$ cat src/rtl/spi_word_fifo_pkg.sv
package spi_word_fifo_pkg;
  localparam int unsigned FIFO_DEPTH = 16;
  localparam int unsigned DATA_W     = 32;
  localparam int unsigned LVL_W      = $clog2(FIFO_DEPTH) + 1;
  localparam int unsigned THR_W      = 4;
  localparam int unsigned WS_W       = 2;
  localparam int unsigned CFG_W      = 13;

  // configuration field positions
  localparam int unsigned CFG_RX_THR_LSB = 0;
  localparam int unsigned CFG_TX_THR_LSB = 4;
  localparam int unsigned CFG_WS_LSB     = 8;
  localparam int unsigned CFG_RX_FLUSH   = 11;
  localparam int unsigned CFG_TX_FLUSH   = 12;

  // status field positions
  localparam int unsigned ST_TX_OVF     = 0;
  localparam int unsigned ST_TX_UNF     = 1;
  localparam int unsigned ST_RX_OVF     = 2;
  localparam int unsigned ST_RX_UNF     = 3;
  localparam int unsigned ST_RX_LVL_LSB = 8;
  localparam int unsigned ST_TX_LVL_LSB = 16;

  typedef struct packed {
    logic [THR_W-1:0] rx_thr;
    logic [THR_W-1:0] tx_thr;
    logic [WS_W-1:0]  wsize;
    logic             rx_flush;
    logic             tx_flush;
  } fifo_cfg_t;
endpackage

$ cat src/rtl/spi_word_fifo_cfg.sv
module spi_word_fifo_cfg
  import spi_word_fifo_pkg::*;
(
  input  logic             clk_i,
  input  logic             rst_ni,
  input  logic             we_i,
  input  logic [CFG_W-1:0] wdata_i,
  output fifo_cfg_t        cfg_o,
  output logic [CFG_W-1:0] rdata_o
);
  fifo_cfg_t cfg_q;

  always_ff @(posedge clk_i or negedge rst_ni) begin
    if (!rst_ni) begin
      cfg_q <= '0;
    end else begin
      if (we_i) begin
        cfg_q.rx_thr <= wdata_i[CFG_RX_THR_LSB +: THR_W];
        cfg_q.tx_thr <= wdata_i[CFG_TX_THR_LSB +: THR_W];
        cfg_q.wsize  <= wdata_i[CFG_WS_LSB +: WS_W];
      end
      // flush bits live for one cycle only
      cfg_q.rx_flush <= we_i & wdata_i[CFG_RX_FLUSH];
      cfg_q.tx_flush <= we_i & wdata_i[CFG_TX_FLUSH];
    end
  end

  always_comb begin
    rdata_o = '0;
    rdata_o[CFG_RX_THR_LSB +: THR_W] = cfg_q.rx_thr;
    rdata_o[CFG_TX_THR_LSB +: THR_W] = cfg_q.tx_thr;
    rdata_o[CFG_WS_LSB +: WS_W]      = cfg_q.wsize;
    rdata_o[CFG_RX_FLUSH]            = cfg_q.rx_flush;
    rdata_o[CFG_TX_FLUSH]            = cfg_q.tx_flush;
  end

  assign cfg_o = cfg_q;

  logic unused_bit;
  assign unused_bit = wdata_i[10];


  rx_flush_once_chk: assert property (@(posedge clk_i) disable iff (!rst_ni)
    cfg_q.rx_flush && !(we_i && wdata_i[CFG_RX_FLUSH]) |=> !cfg_q.rx_flush);

  tx_flush_once_chk: assert property (@(posedge clk_i) disable iff (!rst_ni)
    cfg_q.tx_flush && !(we_i && wdata_i[CFG_TX_FLUSH]) |=> !cfg_q.tx_flush);
endmodule

$ cat src/rtl/spi_word_mask.sv
module spi_word_mask
  import spi_word_fifo_pkg::*;
#(
  parameter int unsigned DW = DATA_W
) (
  input  logic [WS_W-1:0] wsize_i,
  input  logic [DW-1:0]   data_i,
  output logic [DW-1:0]   data_o
);
  localparam int unsigned NB = DW / 8;

  for (genvar b = 0; b < NB; b++) begin : g_byte
    logic keep;
    assign keep = (int'(wsize_i) >= b);
    assign data_o[b*8 +: 8] = keep ? data_i[b*8 +: 8] : 8'h00;
  end
endmodule

$ cat src/rtl/spi_word_fifo_core.sv
module spi_word_fifo_core
  import spi_word_fifo_pkg::*;
#(
  parameter int unsigned DEPTH = FIFO_DEPTH,
  parameter int unsigned DW    = DATA_W
) (
  input  logic                      clk_i,
  input  logic                      rst_ni,
  input  logic                      flush_i,
  input  logic                      push_i,
  input  logic [DW-1:0]             wdata_i,
  input  logic                      pop_i,
  output logic [DW-1:0]             rdata_o,
  output logic [$clog2(DEPTH):0]    level_o,
  output logic                      full_o,
  output logic                      empty_o,
  output logic                      ovf_o,
  output logic                      unf_o
);
  localparam int unsigned AW = $clog2(DEPTH);
  localparam int unsigned LW = AW + 1;

  logic [DW-1:0] mem_q [DEPTH];
  logic [AW-1:0] wr_ptr_q, rd_ptr_q;
  logic [LW-1:0] level_q;
  logic          ovf_q, unf_q;
  logic          push_ok, pop_ok;

  assign full_o  = (level_q == LW'(DEPTH));
  assign empty_o = (level_q == '0);
  assign push_ok = push_i & ~full_o;
  assign pop_ok  = pop_i & ~empty_o;

  function automatic logic [AW-1:0] ptr_next(input logic [AW-1:0] p);
    return (p == AW'(DEPTH - 1)) ? '0 : p + 1'b1;
  endfunction

  always_ff @(posedge clk_i) begin
    if (push_ok && !flush_i) mem_q[wr_ptr_q] <= wdata_i;
  end

  always_ff @(posedge clk_i or negedge rst_ni) begin
    if (!rst_ni) begin
      wr_ptr_q <= '0;
      rd_ptr_q <= '0;
      level_q  <= '0;
      ovf_q    <= 1'b0;
      unf_q    <= 1'b0;
    end else if (flush_i) begin
      wr_ptr_q <= '0;
      rd_ptr_q <= '0;
      level_q  <= '0;
      ovf_q    <= 1'b0;
      unf_q    <= 1'b0;
    end else begin
      if (push_ok) wr_ptr_q <= ptr_next(wr_ptr_q);
      if (pop_ok)  rd_ptr_q <= ptr_next(rd_ptr_q);
      case ({push_ok, pop_ok})
        2'b10:   level_q <= level_q + 1'b1;
        2'b01:   level_q <= level_q - 1'b1;
        default: level_q <= level_q;
      endcase
      if (push_i && full_o)  ovf_q <= 1'b1;
      if (pop_i && empty_o)  unf_q <= 1'b1;
    end
  end

  assign rdata_o = mem_q[rd_ptr_q];
  assign level_o = level_q;
  assign ovf_o   = ovf_q;
  assign unf_o   = unf_q;


  level_bound_chk: assert property (@(posedge clk_i) disable iff (!rst_ni)
    level_q <= LW'(DEPTH));

  no_overflow_chk: assert property (@(posedge clk_i) disable iff (!rst_ni)
    full_o && push_i && !pop_i && !flush_i |=> full_o && ovf_o);

  no_underflow_chk: assert property (@(posedge clk_i) disable iff (!rst_ni)
    empty_o && pop_i && !push_i && !flush_i |=> empty_o && unf_o);

  flush_empties_chk: assert property (@(posedge clk_i) disable iff (!rst_ni)
    flush_i |=> empty_o && !ovf_o && !unf_o);

  push_pop_level_chk: assert property (@(posedge clk_i) disable iff (!rst_ni)
    push_i && pop_i && !full_o && !empty_o && !flush_i |=> $stable(level_q));
endmodule

$ cat src/rtl/spi_word_fifo_pair.sv
module spi_word_fifo_pair
  import spi_word_fifo_pkg::*;
(
  input  logic              clk_i,
  input  logic              rst_ni,
  input  logic              cfg_we_i,
  input  logic [CFG_W-1:0]  cfg_wdata_i,
  output logic [CFG_W-1:0]  cfg_o,
  output logic [31:0]       status_o,
  input  logic              tx_push_i,
  input  logic [DATA_W-1:0] tx_wdata_i,
  input  logic              tx_pop_i,
  output logic [DATA_W-1:0] tx_rdata_o,
  output logic              tx_empty_o,
  input  logic              rx_push_i,
  input  logic [DATA_W-1:0] rx_wdata_i,
  input  logic              rx_pop_i,
  output logic [DATA_W-1:0] rx_rdata_o,
  output logic              rx_full_o,
  output logic              rx_ready_o,
  output logic              tx_space_o
);
  fifo_cfg_t         cfg;
  logic [DATA_W-1:0] tx_wmask, rx_wmask;
  logic [LVL_W-1:0]  tx_lvl, rx_lvl;
  logic              tx_full, rx_empty;
  logic              tx_ovf, tx_unf, rx_ovf, rx_unf;

  spi_word_fifo_cfg u_cfg (
    .clk_i   (clk_i),
    .rst_ni  (rst_ni),
    .we_i    (cfg_we_i),
    .wdata_i (cfg_wdata_i),
    .cfg_o   (cfg),
    .rdata_o (cfg_o)
  );

  spi_word_mask #(.DW(DATA_W)) u_tx_mask (
    .wsize_i (cfg.wsize),
    .data_i  (tx_wdata_i),
    .data_o  (tx_wmask)
  );

  spi_word_mask #(.DW(DATA_W)) u_rx_mask (
    .wsize_i (cfg.wsize),
    .data_i  (rx_wdata_i),
    .data_o  (rx_wmask)
  );

  spi_word_fifo_core #(.DEPTH(FIFO_DEPTH), .DW(DATA_W)) u_tx_fifo (
    .clk_i   (clk_i),
    .rst_ni  (rst_ni),
    .flush_i (cfg.tx_flush),
    .push_i  (tx_push_i),
    .wdata_i (tx_wmask),
    .pop_i   (tx_pop_i),
    .rdata_o (tx_rdata_o),
    .level_o (tx_lvl),
    .full_o  (tx_full),
    .empty_o (tx_empty_o),
    .ovf_o   (tx_ovf),
    .unf_o   (tx_unf)
  );

  spi_word_fifo_core #(.DEPTH(FIFO_DEPTH), .DW(DATA_W)) u_rx_fifo (
    .clk_i   (clk_i),
    .rst_ni  (rst_ni),
    .flush_i (cfg.rx_flush),
    .push_i  (rx_push_i),
    .wdata_i (rx_wmask),
    .pop_i   (rx_pop_i),
    .rdata_o (rx_rdata_o),
    .level_o (rx_lvl),
    .full_o  (rx_full_o),
    .empty_o (rx_empty),
    .ovf_o   (rx_ovf),
    .unf_o   (rx_unf)
  );

  always_comb begin
    status_o = '0;
    status_o[ST_TX_OVF] = tx_ovf;
    status_o[ST_TX_UNF] = tx_unf;
    status_o[ST_RX_OVF] = rx_ovf;
    status_o[ST_RX_UNF] = rx_unf;
    status_o[ST_RX_LVL_LSB +: LVL_W] = rx_lvl;
    status_o[ST_TX_LVL_LSB +: LVL_W] = tx_lvl;
  end

  assign rx_ready_o = (rx_lvl >= LVL_W'(cfg.rx_thr));
  assign tx_space_o = (tx_lvl <= LVL_W'(cfg.tx_thr));

  logic unused_full_empty;
  assign unused_full_empty = tx_full ^ rx_empty;


  rx_ready_rise_chk: assert property (@(posedge clk_i) disable iff (!rst_ni)
    $rose(rx_ready_o) && $stable(cfg.rx_thr) |-> !rx_empty || cfg.rx_thr == '0);

  tx_space_fall_chk: assert property (@(posedge clk_i) disable iff (!rst_ni)
    $fell(tx_space_o) && $stable(cfg.tx_thr) |-> !tx_empty_o);
endmodule

$ cat config.mk
export PLATFORM = sky130hd
export DESIGN_NAME = spi_word_fifo_pair
export DESIGN_NICKNAME = d
export VERILOG_FILES = /design/src/rtl/spi_word_fifo_pkg.sv /design/src/rtl/spi_word_fifo_cfg.sv /design/src/rtl/spi_word_mask.sv /design/src/rtl/spi_word_fifo_core.sv /design/src/rtl/spi_word_fifo_pair.sv
export SDC_FILE = /design/constraint.sdc
export NUM_CORES = 1
export LEC_CHECK = 0
export BUFFER_PORTS_ARGS = -buffer_cell sky130_fd_sc_hd__buf_2
export CAP_MARGIN = 15
export CORE_MARGIN = 2
export CORE_UTILIZATION = 30
export CTS_BUF_LIST = sky130_fd_sc_hd__clkbuf_4
export DETAILED_ROUTE_END_ITERATION = 6
export SYNTH_ARGS = -nofsm -noshare
export SYNTH_HDL_FRONTEND = slang
export SYNTH_HIERARCHICAL = 1
export SYNTH_SLANG_ARGS = --single-unit
$ cat constraint.sdc
create_clock -name clk_i -period 9.58 [get_ports clk_i]
set_input_delay 0.958 -clock clk_i [delete_from_list [all_inputs] [get_ports clk_i]]
set_output_delay 0.958 -clock clk_i [all_outputs]
set_load 0.02 [all_outputs]
# Word-level counts from Yosys, hierarchy flattened

Memories as Yosys holds them, arrays and structs flattened.
Index checks and enable logic that the tools add are counted.

Latch bits: 0
Bits in writable memories: 1024
Register bits after elaboration: 42
Output and inout port bits: 113
Memories: 2
ROM bits: 0

Shift operators: 0
Add/subtract/negate cells: 8
Order comparisons: 5
Reductions and logical operators: 20
Eq/ne operators: 10
Div/mod/pow operators: 0
Multiply operators: 0
Mux-type cells: 34
Bitwise gates (word level): 10

Memory list:

| name            | words | bits a word | read ports | clocked after Yosys merged registers in | write ports | RTL line                 | text |
|---|---|---|---|---|---|---|---|
| u_rx_fifo.mem_q | 16    | 32          | 1          | 0                                       | 1           | spi_word_fifo_core.sv:23 | `logic [DW-1:0] mem_q [DEPTH];` |
| u_tx_fifo.mem_q | 16    | 32          | 1          | 0                                       | 1           | spi_word_fifo_core.sv:23 |  |

Operators by type and width:

| cell                                                                                | count |
|---|---|
| 4-bit 2-to-1 mux                                                                    | 12 |
| 8-bit 2-to-1 mux                                                                    | 6 |
| 5-bit one-hot mux with 2 select lines                                               | 2 |
| 4-bit by 1-bit adder with 4-bit output, second input constant                       | 4 |
| 4-bit == test, second input constant                                                | 4 |
| 2-bit nonzero test                                                                  | 8 |
| 1-bit 2-to-1 mux                                                                    | 12 |
| 5-bit by 1-bit adder with 5-bit output, second input constant                       | 2 |
| 5-bit == test, second input constant                                                | 2 |
| 5-bit logical NOT                                                                   | 2 |
| 5-bit 2-to-1 mux                                                                    | 2 |
| 5-bit by 1-bit subtractor with 5-bit output, second input constant                  | 2 |
| 1-bit bitwise AND                                                                   | 6 |
| 1-bit logical AND                                                                   | 6 |
| 3-bit nonzero test                                                                  | 2 |
| 5-bit by 4-bit greater-or-equal comparator with 1-bit output                        | 1 |
| 5-bit by 4-bit less-or-equal comparator with 1-bit output                           | 1 |
| 2-bit by 1-bit == test with 1-bit output, second input constant                     | 2 |
| 2-bit == test, second input constant                                                | 2 |
| 2-bit greater-or-equal comparator, second input constant                            | 2 |
| 1-bit inverter                                                                      | 4 |
| 2-bit by 1-bit greater-or-equal comparator with 1-bit output, second input constant | 1 |
| 1-bit logical NOT                                                                   | 2 |

# Logic depth before layout (Yosys ltp)

Gate-level depths: netlist of run 1.

Depth after elaboration: 6
Depth in mapped cells: 10
Depth with buffers taken out: 8

# By module

The synthesis of run 1 kept the hierarchy.

By module, submodules not included:

| module                         | instances | seq. area each (um2) | area each (um2) | cells an instance |
|---|---|---|---|---|
| spi_word_fifo_core (u_rx_fifo) | 1         | 15750.1              | 20577.2         | 1061 |
| spi_word_fifo_core (u_tx_fifo) | 1         | 15750.1              | 20308.2         | 850 |
| spi_word_fifo_cfg              | 1         | 300.3                | 570.5           | 39 |
| spi_word_mask                  | 2         | 0.0                  | 251.5           | 35 |
| spi_word_fifo_pair             | 1         | 0.0                  | 372.9           | 52 |

# Worst setup path before layout of run 1

Ideal clock, no wire load.

Kind: input -> register
From: in tx_push_i
To: mem u_tx_fifo/mem_q[3][0] (netlist bit) (enable)
Buffers on the path: 0
Arrival time: 3739 ps
Cell stages on the path: 4
Library setup time: 461 ps
Setup slack: 5380 ps
Cell sequence: inv_1 a211oi_1 nand2_1 nor3_1

Word-level cells in the longest chain between the ends: 4

Ends and longest elaborated chain:

| item                                   | RTL line                 | text |
|---|---|---|
| start, declared                        | spi_word_fifo_pair.sv:10 | `input logic tx_push_i,` |
| 1-bit bitwise AND                      | spi_word_fifo_core.sv:31 | `assign push_ok = push_i & ~full_o;` |
| 1-bit logical AND                      | spi_word_fifo_core.sv:39 | `if (push_ok && !flush_i) mem_q[wr_ptr_q] <= wdata_i;` |
| 1-bit 2-to-1 mux                       | spi_word_fifo_core.sv:39 |  |
| 1-bit 2-to-1 mux (not written as such) | spi_word_fifo_core.sv:39 |  |
| end, declared                          | spi_word_fifo_core.sv:23 |  |

No other way between the ends.

# Worst setup path after layout of run 1

From: reg u_tx_fifo.rd_ptr_q[0]
To: out tx_rdata_o[19]

Word-level cells in the longest chain between the ends: 1

Ends and longest elaborated chain:

| item                    | RTL line                 | text |
|---|---|---|
| start, declared         | spi_word_fifo_core.sv:24 | `logic [AW-1:0] wr_ptr_q, rd_ptr_q;` |
| start signal, assigned  | spi_word_fifo_core.sv:57 | `if (pop_ok) rd_ptr_q <= ptr_next(rd_ptr_q);` |
| memory read 16 x 32 bit | n/a                      |  |
| end, declared           | spi_word_fifo_pair.sv:13 | `output logic [DATA_W-1:0] tx_rdata_o,` |

No other way between the ends.

==> results of run 1 <==
-- flip-flops by register name, indices dropped and copies added, names as in the netlist, 4 cells and up --
signal              cells
u_rx_fifo/mem_q       512
u_rx_fifo/wr_ptr_q      4
u_cfg/cfg_o            12
u_tx_fifo/rd_ptr_q      4
u_tx_fifo/wr_ptr_q      4
u_rx_fifo/rd_ptr_q      4
u_tx_fifo/mem_q       512
u_tx_fifo/level_o       5
u_rx_fifo/level_o       5
-- logic make-up (layout without fill, tap and decap cells) --
logic type | count (synthesis) | after routing | synth area share [%]
fa+ha+maj | 22 | 22 | 0.650
flops | 1066 | 1066 | 75.1
compound gates | 221 | 221 | 3.85
simple gates | 187 | 187 | 2.18
other cells | 2 | 23 | 0.0177
mux | 374 | 374 | 15.6
xor+xnor | 6 | 6 | 0.124
buf+inv | 194 | 729 | 2.47
-- repair_timing --
action | CTS | global route
hold buffers | 15 | 0
hold endpoints to repair | 70 | 0
setup buffers | 0 | 0
-- worst max-delay path, stage by stage, from the launching register on --
cell,delay [ns]
dfrtp_4,1.00
buf_4,0.82
mux4_2,0.61
mux4_2,0.52
buf_2,0.19
-- worst max-delay path by stage --
stage	startpoint	endpoint	slack (ns)
floorplan	tx_push_i	u_tx_fifo/mem_q[3][0]	5.38
global placement	u_rx_fifo/rd_ptr_q[0]	rx_rdata_o[30]	5.23
detailed placement	u_rx_fifo/rd_ptr_q[0]	rx_rdata_o[30]	5.20
CTS	u_rx_fifo/rd_ptr_q[0]	rx_rdata_o[30]	3.84
global route	u_tx_fifo/rd_ptr_q[0]	tx_rdata_o[19]	3.88
finish	u_tx_fifo/rd_ptr_q[0]	tx_rdata_o[19]	4.22
-- final cells by class --
class | instances | area [um^2]
Multi-Input combinational cell | 829 | 9780
Fill cell | 13000 | 90900
Inverter | 28 | 108
Tap cell | 1876 | 2350
Sequential cell | 1066 | 31800
Clock inverter | 64 | 303
Timing Repair Buffer | 243 | 1450
Antenna cell | 4 | 10.0
Clock buffer | 394 | 2960
-- per-layer routing --
metal / global-route usage, % / vias to the layer above / part of all wire (%)
met4: 5.26 / 8 / 1.9
met2: 24.4 / 694 / 54
met5: 0 / - / 0.056
li1: - / 9442 / -
met1: 15.7 / 11600 / 39
met3: 3.15 / 142 / 5.6
-- metrics by stage --
stage / total power [W] / setup slack (ns) / instance area [um^2] / utilization [%]
after floorplan: 0.00805 / 5.38 / 42400 / -
after global placement: 0.00896 / 5.23 / 45300 / 32.4
after detailed placement: 0.00906 / 5.20 / 45300 / 32.4
after CTS: 0.0128 / 3.84 / 48700 / 34.9
after global routing: 0.0132 / 3.88 / 48800 / 34.9
final: 0.0126 / 4.22 / 48800 / 34.9
-- synth_stat cells, types with 3 or more instances --
master,count
a21oi_1,28
and3_1,4
nand3_1,4
a221oi_1,64
inv_1,27
and2_1,17
clkbuf_1,47
nand2_1,55
o211ai_1,5
mux4_2,224
or3_1,5
a31oi_1,6
a22oi_1,32
mux2i_1,136
xnor2_1,4
buf_6,8
or2_2,4
ha_1,22
nor3_1,12
buf_4,57
o21a_1,17
nor2_1,48
o21ai_0,44
and3_2,12
mux2_2,3
buf_2,32
mux2_4,10
dfrtp_1,42
nor4_1,4
buf_1,21
nor2b_1,8
edfxtp_1,1024
nand4_1,7
-- power by group through the flow --
stage	Clock (W)	Combinational [W]	Sequential, W
after floorplan	0	0.00243	0.00562
after global placement	0	0.00324	0.00573
after detailed placement	0	0.00330	0.00575
after CTS	0.00380	0.00332	0.00565
after global routing	0.00404	0.00351	0.00568
final	0.00368	0.00325	0.00565
==> results.md, run 1 <==
* Post-Route WL at 98,900 um
* 1st-pass router iterations at 7
* Iter 0 DRT Violations at 1,773
* RSZ-0062 raised after global routing: false
* Worst skew pair latency at 1.17 ns
* Max_cap viols at 0
* Cell taking the most area after synthesis: edfxtp_1
* Post-DP HPWL at 52,500 um
* Initial antenna violation count at 12
* Power Dens Cells at 258 nW/um^2
* Leakage at 16.1 nW
* Worst-path maximum fanout at 46
* Non-filler cells, final at 4,504
* Post-synth EDFFs at 1,024
* Die area at 144,000 um^2
* Critical path class: reg -> out
* Die Y at 380 um
* Largest net degree at the start of global routing at 133
* Drt wl/cell at 22.0 um
* Cell Area, Synth at 42,300 um^2
* Top_reg_cell synth: edfxtp_1
* CP required at 8.62 ns
* Sink Count at 1,066
* CTS tree: yes
* Crit end category: output port
* Final Skew at 0.0788 ns
* Worst Hold Path EP: u_rx_fifo/mem_q[1][5]
* Cells after DPL at 4,026
* Critical R2R Capture: u_rx_fifo/mem_q[10][3]
* Internal Power at 0.00874 W
* Hold Path Class: in -> reg
* Longest Clk Path Bufs at 4
* Overflow after GRT at 0
* Average instance area after synthesis at 20.4 um^2
* Clk pwr share at 29.3%
* Reg2reg start: u_rx_fifo/level_o[1]
* Hold path depth at 1
* FFs w/ async S/R, synth at 3.94%
* Gate Count Post-Synth at 2,072
* Hold Fails Final Rpt at 0
* Core area at 140,000 um^2
* Post-synthesis sequential element count at 1,066
* IO Count at 197
* P&R area growth vs syn at 15.2%
* Slew Viols, Final at 0
* Most frequent cells in the layout: edfxtp_1 (1,024), clkbuf_4 (394), mux4_2 (224)
* Hold slack at 0.164 ns
* Setup_tns at 0 ns
* Htree depth at 5
* Crit path DAT at 4.40 ns
* Slew @ Worst Pin at 1.08 ns
* Share of layout cells above drive strength 1 at 36.0%
* Post-route ant nets at 0
* Most common cell after layout, fill and taps aside: edfxtp_1
* Tmin final at 5.36 ns
* Final Wtd Congestion at 0.754
* Yosys cell types at 59
* Switching Share at 30.5%
* Vias per cell at 4.85
* Sw power at 0.00383 W
* Count of input and output buffers at 176
* Slew HR at 28.2%
* Critical Path Start Type: flop
* VDD IR-drop max at 0.000200 V
* Clk slew on worst S/H paths at 0.07 ns
* Setup violators final at 0
* Vias in the first global route at 23.1k
* Synth area leaders: edfxtp_1 (73%), mux4_2 (12%), mux2i_1 (3.2%)
* CTS resizes at 0
* CTS root buf: clkbuf_4
* Tcrit/Tclk final at 56.0%
* Seq pwr share at 44.9%
* Final net count at 2,561
* Worst reg-to-reg path cell count at 5
* FP Rows at 137
* Hold Crit Start: rx_wdata_i[5]
* Logic gate share of total power at 25.8%
* GRT Util Overall at 13.6%
* Max frequency at 187 MHz
* Initial core utilization at 30.3%
* Cts bufs inserted at 287
* Outcome: finished, final reports clean
* Via Count at 21.8k
* Sequential fraction of the synthesis area at 75.1%
* FF-to-FF setup slack at 6.33 ns
* YS warnings at 6
* DRC viols at 0
* First-pass GRT wire length at 146,000 um
* Chip Width at 380 um
* Post-synth top area share at 72.6%
No activity file was read; power rests on OpenSTA's default activity.
==> run 2, diff against run 1 <==
- clock period: 9.58 -> 5.6 ns (I/O delays scaled with it)
==> run 2 against run 1 <==
Non-clock buffer count rose by 80; die area did not move; global-route usage rose by 0.10 points; final area rose by 1.9%; power rose by 73%; wire length rose by 1.6%; combinational power rose by 70%; clock-buffer cell count rose by 15; sequential cell count did not move; sequential share of layout area fell by 1.2 points; via count rose by 0.79%; largest cell class unchanged.
==> results.md, run 2 (synthesis gave the netlist of run 1 again) <==
* Die Y at 380 um
* Setup_tns at 0 ns
* Power Dens Cells at 437 nW/um^2
* Tmin final at 4.57 ns
* Via Count at 22.0k
* Tcrit/Tclk final at 81.7%
* P&R area growth vs syn at 17.4%
* Final net count at 2,641
* CP required at 5.04 ns
* Htree depth at 5
* Final Wtd Congestion at 0.751
* Crit path DAT at 4.01 ns
* VDD IR-drop max at 0.000248 V
* Most frequent cells in the layout: edfxtp_1 (1,024), clkbuf_4 (409), mux4_2 (224)
* Worst-path maximum fanout at 36
* Most common cell after layout, fill and taps aside: edfxtp_1
* RSZ-0062 raised after global routing: false
* Cts bufs inserted at 287
* Overflow after GRT at 0
* Worst Hold Path EP: u_rx_fifo/mem_q[3][7]
* DRC viols at 0
* Clk slew on worst S/H paths at 0.07 ns
* GRT Util Overall at 13.7%
* Setup violators final at 0
* Leakage at 16.5 nW
* Sink Count at 1,066
* Crit end category: output port
* Initial core utilization at 30.3%
* Iter 0 DRT Violations at 1,699
* Die area at 144,000 um^2
* Worst skew pair latency at 1.21 ns
* Slew HR at 22.6%
* Hold Fails Final Rpt at 0
* Final Util at 35.6%
* Longest Clk Path Bufs at 4
* CTS tree: yes
* Slew Viols, Final at 0
* Count of input and output buffers at 176
* Outcome: finished, final reports clean
* Critical Path Start Type: flop
* Final Skew at 0.0755 ns
* Chip Width at 380 um
* Vias per cell at 4.80
* FP Rows at 137
* Drt wl/cell at 21.9 um
* Hold path depth at 2
* Critical path class: reg -> out
* Pwr Total at 0.0217 W
* First-pass GRT wire length at 147,000 um
* Max frequency at 219 MHz
* Fill cells at 12.9k
* Core area at 140,000 um^2
* Reg2reg start: u_tx_fifo/level_o[1]
* Max_cap viols at 0
* Critical R2R Capture: u_tx_fifo/mem_q[1][13]
* Vias in the first global route at 23.3k
* FF-to-FF setup slack at 2.09 ns
* Hold Crit Start: rx_wdata_i[7]
* 1st-pass router iterations at 5
* Worst reg-to-reg path cell count at 6
* Slew @ Worst Pin at 1.15 ns
* Share of layout cells above drive strength 1 at 35.5%
* Post-route ant nets at 0
* CTS root buf: clkbuf_4
* Hold Path Class: in -> reg
* Initial antenna violation count at 9
* CTS resizes at 0
* IO Count at 197
* Largest net degree at the start of global routing at 85
* Post-Route WL at 100,000 um
* Post-DP HPWL at 55,100 um
## run 2: power by group
group | internal, W | switching [W]
registers | 0.00927 | 0.000527
clock network | 0.00346 | 0.00296
logic | 0.00240 | 0.00311
total | 0.0151 | 0.00659
## run 2: worst max path at each step
stage                          start  slack, ns                     to  cells past startpoint
6_report       u_tx_fifo/rd_ptr_q[0]       1.03          tx_rdata_o[8]                      4
5_1_grt        u_tx_fifo/rd_ptr_q[0]       0.70          tx_rdata_o[8]                      4
4_1_cts        u_tx_fifo/rd_ptr_q[0]       0.79          tx_rdata_o[8]                      4
3_5_place_dp   u_tx_fifo/rd_ptr_q[0]       2.10          tx_rdata_o[8]                      4
3_3_place_gp   u_tx_fifo/rd_ptr_q[0]       2.12          tx_rdata_o[8]                      4
2_1_floorplan   u_tx_fifo/level_o[2]       1.51  u_tx_fifo/mem_q[3][0]                      5
## run 2: cell type report
type | instances | area [um^2] | area share, %
sequential | 1066 | 31800 | 64.0
multi-input combinational | 829 | 9780 | 19.7
clock buffer | 409 | 3070 | 6.18
tap | 1876 | 2350 | 4.72
timing repair buffer | 323 | 2300 | 4.62
clock inverter | 49 | 270 | 0.544
inverter | 28 | 108 | 0.216
antenna | 7 | 17.5 | 0.0352
## run 2: repair_timing
action,4_1_cts,5_1_grt
buffers inserted,0,0
hold buffers,94,1
endpoints found under the hold margin,1108,11
## run 2: metrics by stage
step / hold slack [ns] / area, um^2 / setup slack (ns) / std cells
floorplan: 0.264 / 42400 / 1.51 / 2089
global placement: 0.475 / 45400 / 2.12 / 4026
detailed placement: 0.483 / 45400 / 2.10 / 4026
CTS: 0.0268 / 49700 / 0.787 / 4578
global route: 0.224 / 49700 / 0.705 / 4586
finish: 0.292 / 49700 / 1.03 / 4587
## run 2: layer usage
layer	share of wire, %	GRT usage, %	vias to the layer above
li1	-	-	9617
met1	39	16.1	11500
met2	53	24.1	742
met3	5.5	3.16	159
met4	2.3	5.59	6
met5	0.044	0	-
## run 2: worst max-delay path, cell delays in order (launching register included)
cell and delay [ns]:
dfrtp_4 0.88, buf_4 0.61, mux4_2 0.59, mux4_2 0.56, buf_2 0.19
==> run 3, diff against run 2 <==
- ABC_AREA: not set -> 1
- clock period: 5.6 -> 4.69 ns (I/O delays scaled with it)
==> run 3 against run 2 <==
Synthesized area rose by 1.7%; register-to-register slack lost 0.40 ns; via count is 31% higher; utilization is 0.16 points lower; die area is 1.7% higher; largest power group unchanged; sequential share of layout area shrank 1.2 points; global-route usage increased by 2.0 points; wire length up 17%.
==> results.md, run 3 <==
* Outcome: finished, final reports clean
* Vias per cell at 4.93
* Initial antenna violation count at 5
* Top-count cell post-synth: edfxtp_1
* Max frequency at 226 MHz
* Largest net degree at the start of global routing at 258
* Sink Count at 1,066
* Slew HR at 8.08%
* Average instance area after synthesis at 13.0 um^2
* Final Wtd Congestion at 0.766
* Htree depth at 5
* Non-filler cells, final at 5,824
* Post-Route WL at 117,000 um
* CTS tree: yes
* Most frequent cells after synthesis: edfxtp_1 (1,024), nor2_1 (441), nand2_1 (399)
* FFs w/ async S/R, synth at 3.94%
* Slew @ Worst Pin at 1.38 ns
* DRC viols at 0
* VDD IR-drop max at 0.000444 V
* Multi-input gate area at 9710 um^2
* Overflow after GRT at 0
* Max_cap viols at 0
* Critical path class: reg -> out
* Most frequent cells in the layout: edfxtp_1 (1,024), clkbuf_4 (431), nor2_1 (416)
* Post-route ant nets at 0
* Setup_tns at 0 ns
* Post-synth top area share at 71.4%
* Post-DP HPWL at 60,000 um
* Post-synthesis sequential element count at 1,066
* Cell Area, Synth at 43,100 um^2
* Crit end category: output port
* Vias in the first global route at 28.4k
* Chip Width at 383 um
* Sequential fraction of the synthesis area at 73.9%
* Yosys cell types at 42
* CTS resizes at 0
* Leakage at 17.8 nW
* Final net count at 3,838
* IO Count at 197
* Via Count at 28.7k
* P&R area growth vs syn at 17.6%
* Critical Path Start Type: flop
* CP Buf/Inv Count at 3
* Setup violators final at 0
* RSZ-0062 raised after global routing: false
* Share of layout cells above drive strength 1 at 20.8%
* Initial core utilization at 30.1%
* Most common cell after layout, fill and taps aside: edfxtp_1
* Crit path DAT at 3.95 ns
* First-pass GRT wire length at 174,000 um
* Final Skew at 0.146 ns
* Count of input and output buffers at 176
* CTS root buf: clkbuf_4
* Worst-path maximum fanout at 18
* Setup bufs post-CTS at 0
* Cells after DPL at 5,221
* Fill cells at 14.0k
* Worst skew pair latency at 1.26 ns
* Clk slew on worst S/H paths at 0.06 ns
* Longest Clk Path Bufs at 4
* Top_reg_cell synth: edfxtp_1
* GRT Util Overall at 15.7%
* Slew Viols, Final at 0
* Slowest-stage cell, CP: clkinv_1
* Power Dens Cells at 544 nW/um^2
* Post-synth EDFFs at 1,024
* Hold Path Class: in -> reg
* CP required at 4.22 ns
* YS warnings at 6
* Tmin final at 4.42 ns
* Iter 0 DRT Violations at 2,668
* Tcrit/Tclk final at 94.3%
* Cell taking the most area after synthesis: edfxtp_1
* Largest delay share family, worst path: buffers and inverters
* Core area at 143,000 um^2
* Hold Fails Final Rpt at 0
* Crit-path max cell delay at 0.87 ns
* 1st-pass router iterations at 7
* Cts bufs inserted at 296
* CTS Hold Bufs at 116
* FP Rows at 139
* Gate Count Post-Synth at 3,301
* Register area at 31,800 um^2
* Die area at 147,000 um^2
* Drt wl/cell at 20.1 um
* Die Y at 383 um
* Synth area leaders: edfxtp_1 (71%), o21ai_0 (4.6%), nor2_1 (3.8%)
* CP Cell Sequence: nand2_2 -> clkinv_1 -> buf_4 -> nand3_1 -> nand4_1 -> nand2_1 -> buf_2
run 3: changes by cell type after synthesis, moves of 79 or more:
| cell | before | now |
|---|---|---|
| inv_1 | 27 | 106 |
| mux2i_1 | 136 | 0 |
| mux4_2 | 224 | 0 |
| nand2_1 | 55 | 399 |
| nand3_1 | 4 | 124 |
| nor2_1 | 48 | 441 |
| o21ai_0 | 44 | 398 |
| o22ai_1 | 2 | 116 |
run 3: path summary, 6_finish.rpt:
kind / from / endpoint / slack (ns) / cells past startpoint
setup reg to reg: u_rx_fifo/level_o[0] / u_rx_fifo/mem_q[5][13] / 1.69 / 7
hold reg to reg: u_tx_fifo/unf_o / u_tx_fifo/unf_o / 0.52 / 2
hold / removal: rx_wdata_i[22] / u_rx_fifo/mem_q[5][22] / 0.16 / 3
min in group asynchronous: rst_ni / u_rx_fifo/rd_ptr_q[3] / 0.49 / 4
setup / recovery: u_rx_fifo/rd_ptr_q[2] / rx_rdata_o[4] / 0.27 / 7
max in group asynchronous: rst_ni / u_rx_fifo/rd_ptr_q[0] / 3.68 / 4
run 3: final cells by class:
class	count	area share [%]
clock buffers	431	6.39
multi-input cells	1883	19.2
clock inverters	54	0.679
repair buffers	366	5.30
diodes	2	0.00988
flip-flops and latches	1066	62.8
well taps	1903	4.70
inverters	119	0.929
run 3: logic make-up after synthesis:
family                     synth area share [%]
AOI/OAI and AO/OA                          10.9
adders and majority gates                 0.639
xor gates and xnor gates                 0.0407
other                                    0.0174
buffers and inverters                      4.28
and+or+nand+nor                            10.3
DFF                                        73.9
run 3: power by group:
group | switching, W | internal, W | total, W
clock network | 0.00370 | 0.00444 | 0.00814
registers | 0.000322 | 0.0110 | 0.0113
logic | 0.00587 | 0.00226 | 0.00812
total | 0.00989 | 0.0177 | 0.0276
run 3: tightest hold or removal path, cell delays in order:
cell	delay [ns]
buf_2	0.09
nand2_1	0.20
inv_1	0.27
run 3: metrics by stage:
step / util (%) / setup WS (ns) / total power [W] / hold WS [ns] / cell area (um^2)
5_1_grt: 35.4 / 0.137 / 0.0291 / 0.0819 / 50600
3_3_place_gp: 32.1 / 1.49 / 0.0195 / 0.475 / 45900
6_report: 35.4 / 0.268 / 0.0276 / 0.157 / 50600
3_5_place_dp: 32.1 / 1.50 / 0.0196 / 0.487 / 45900
2_1_floorplan: - / 1.01 / 0.0168 / 0.173 / 43100
4_1_cts: 35.4 / 0.192 / 0.0278 / 0.00654 / 50600
run 3: metal layers:
layer,vias to the layer above,wire length [um],global-route usage [%]
li1,13100,-,-
met1,14400,49600,20.5
met2,1076,57200,25.9
met3,182,7590,2.97
met4,0,2600,5.80
met5,-,0,0
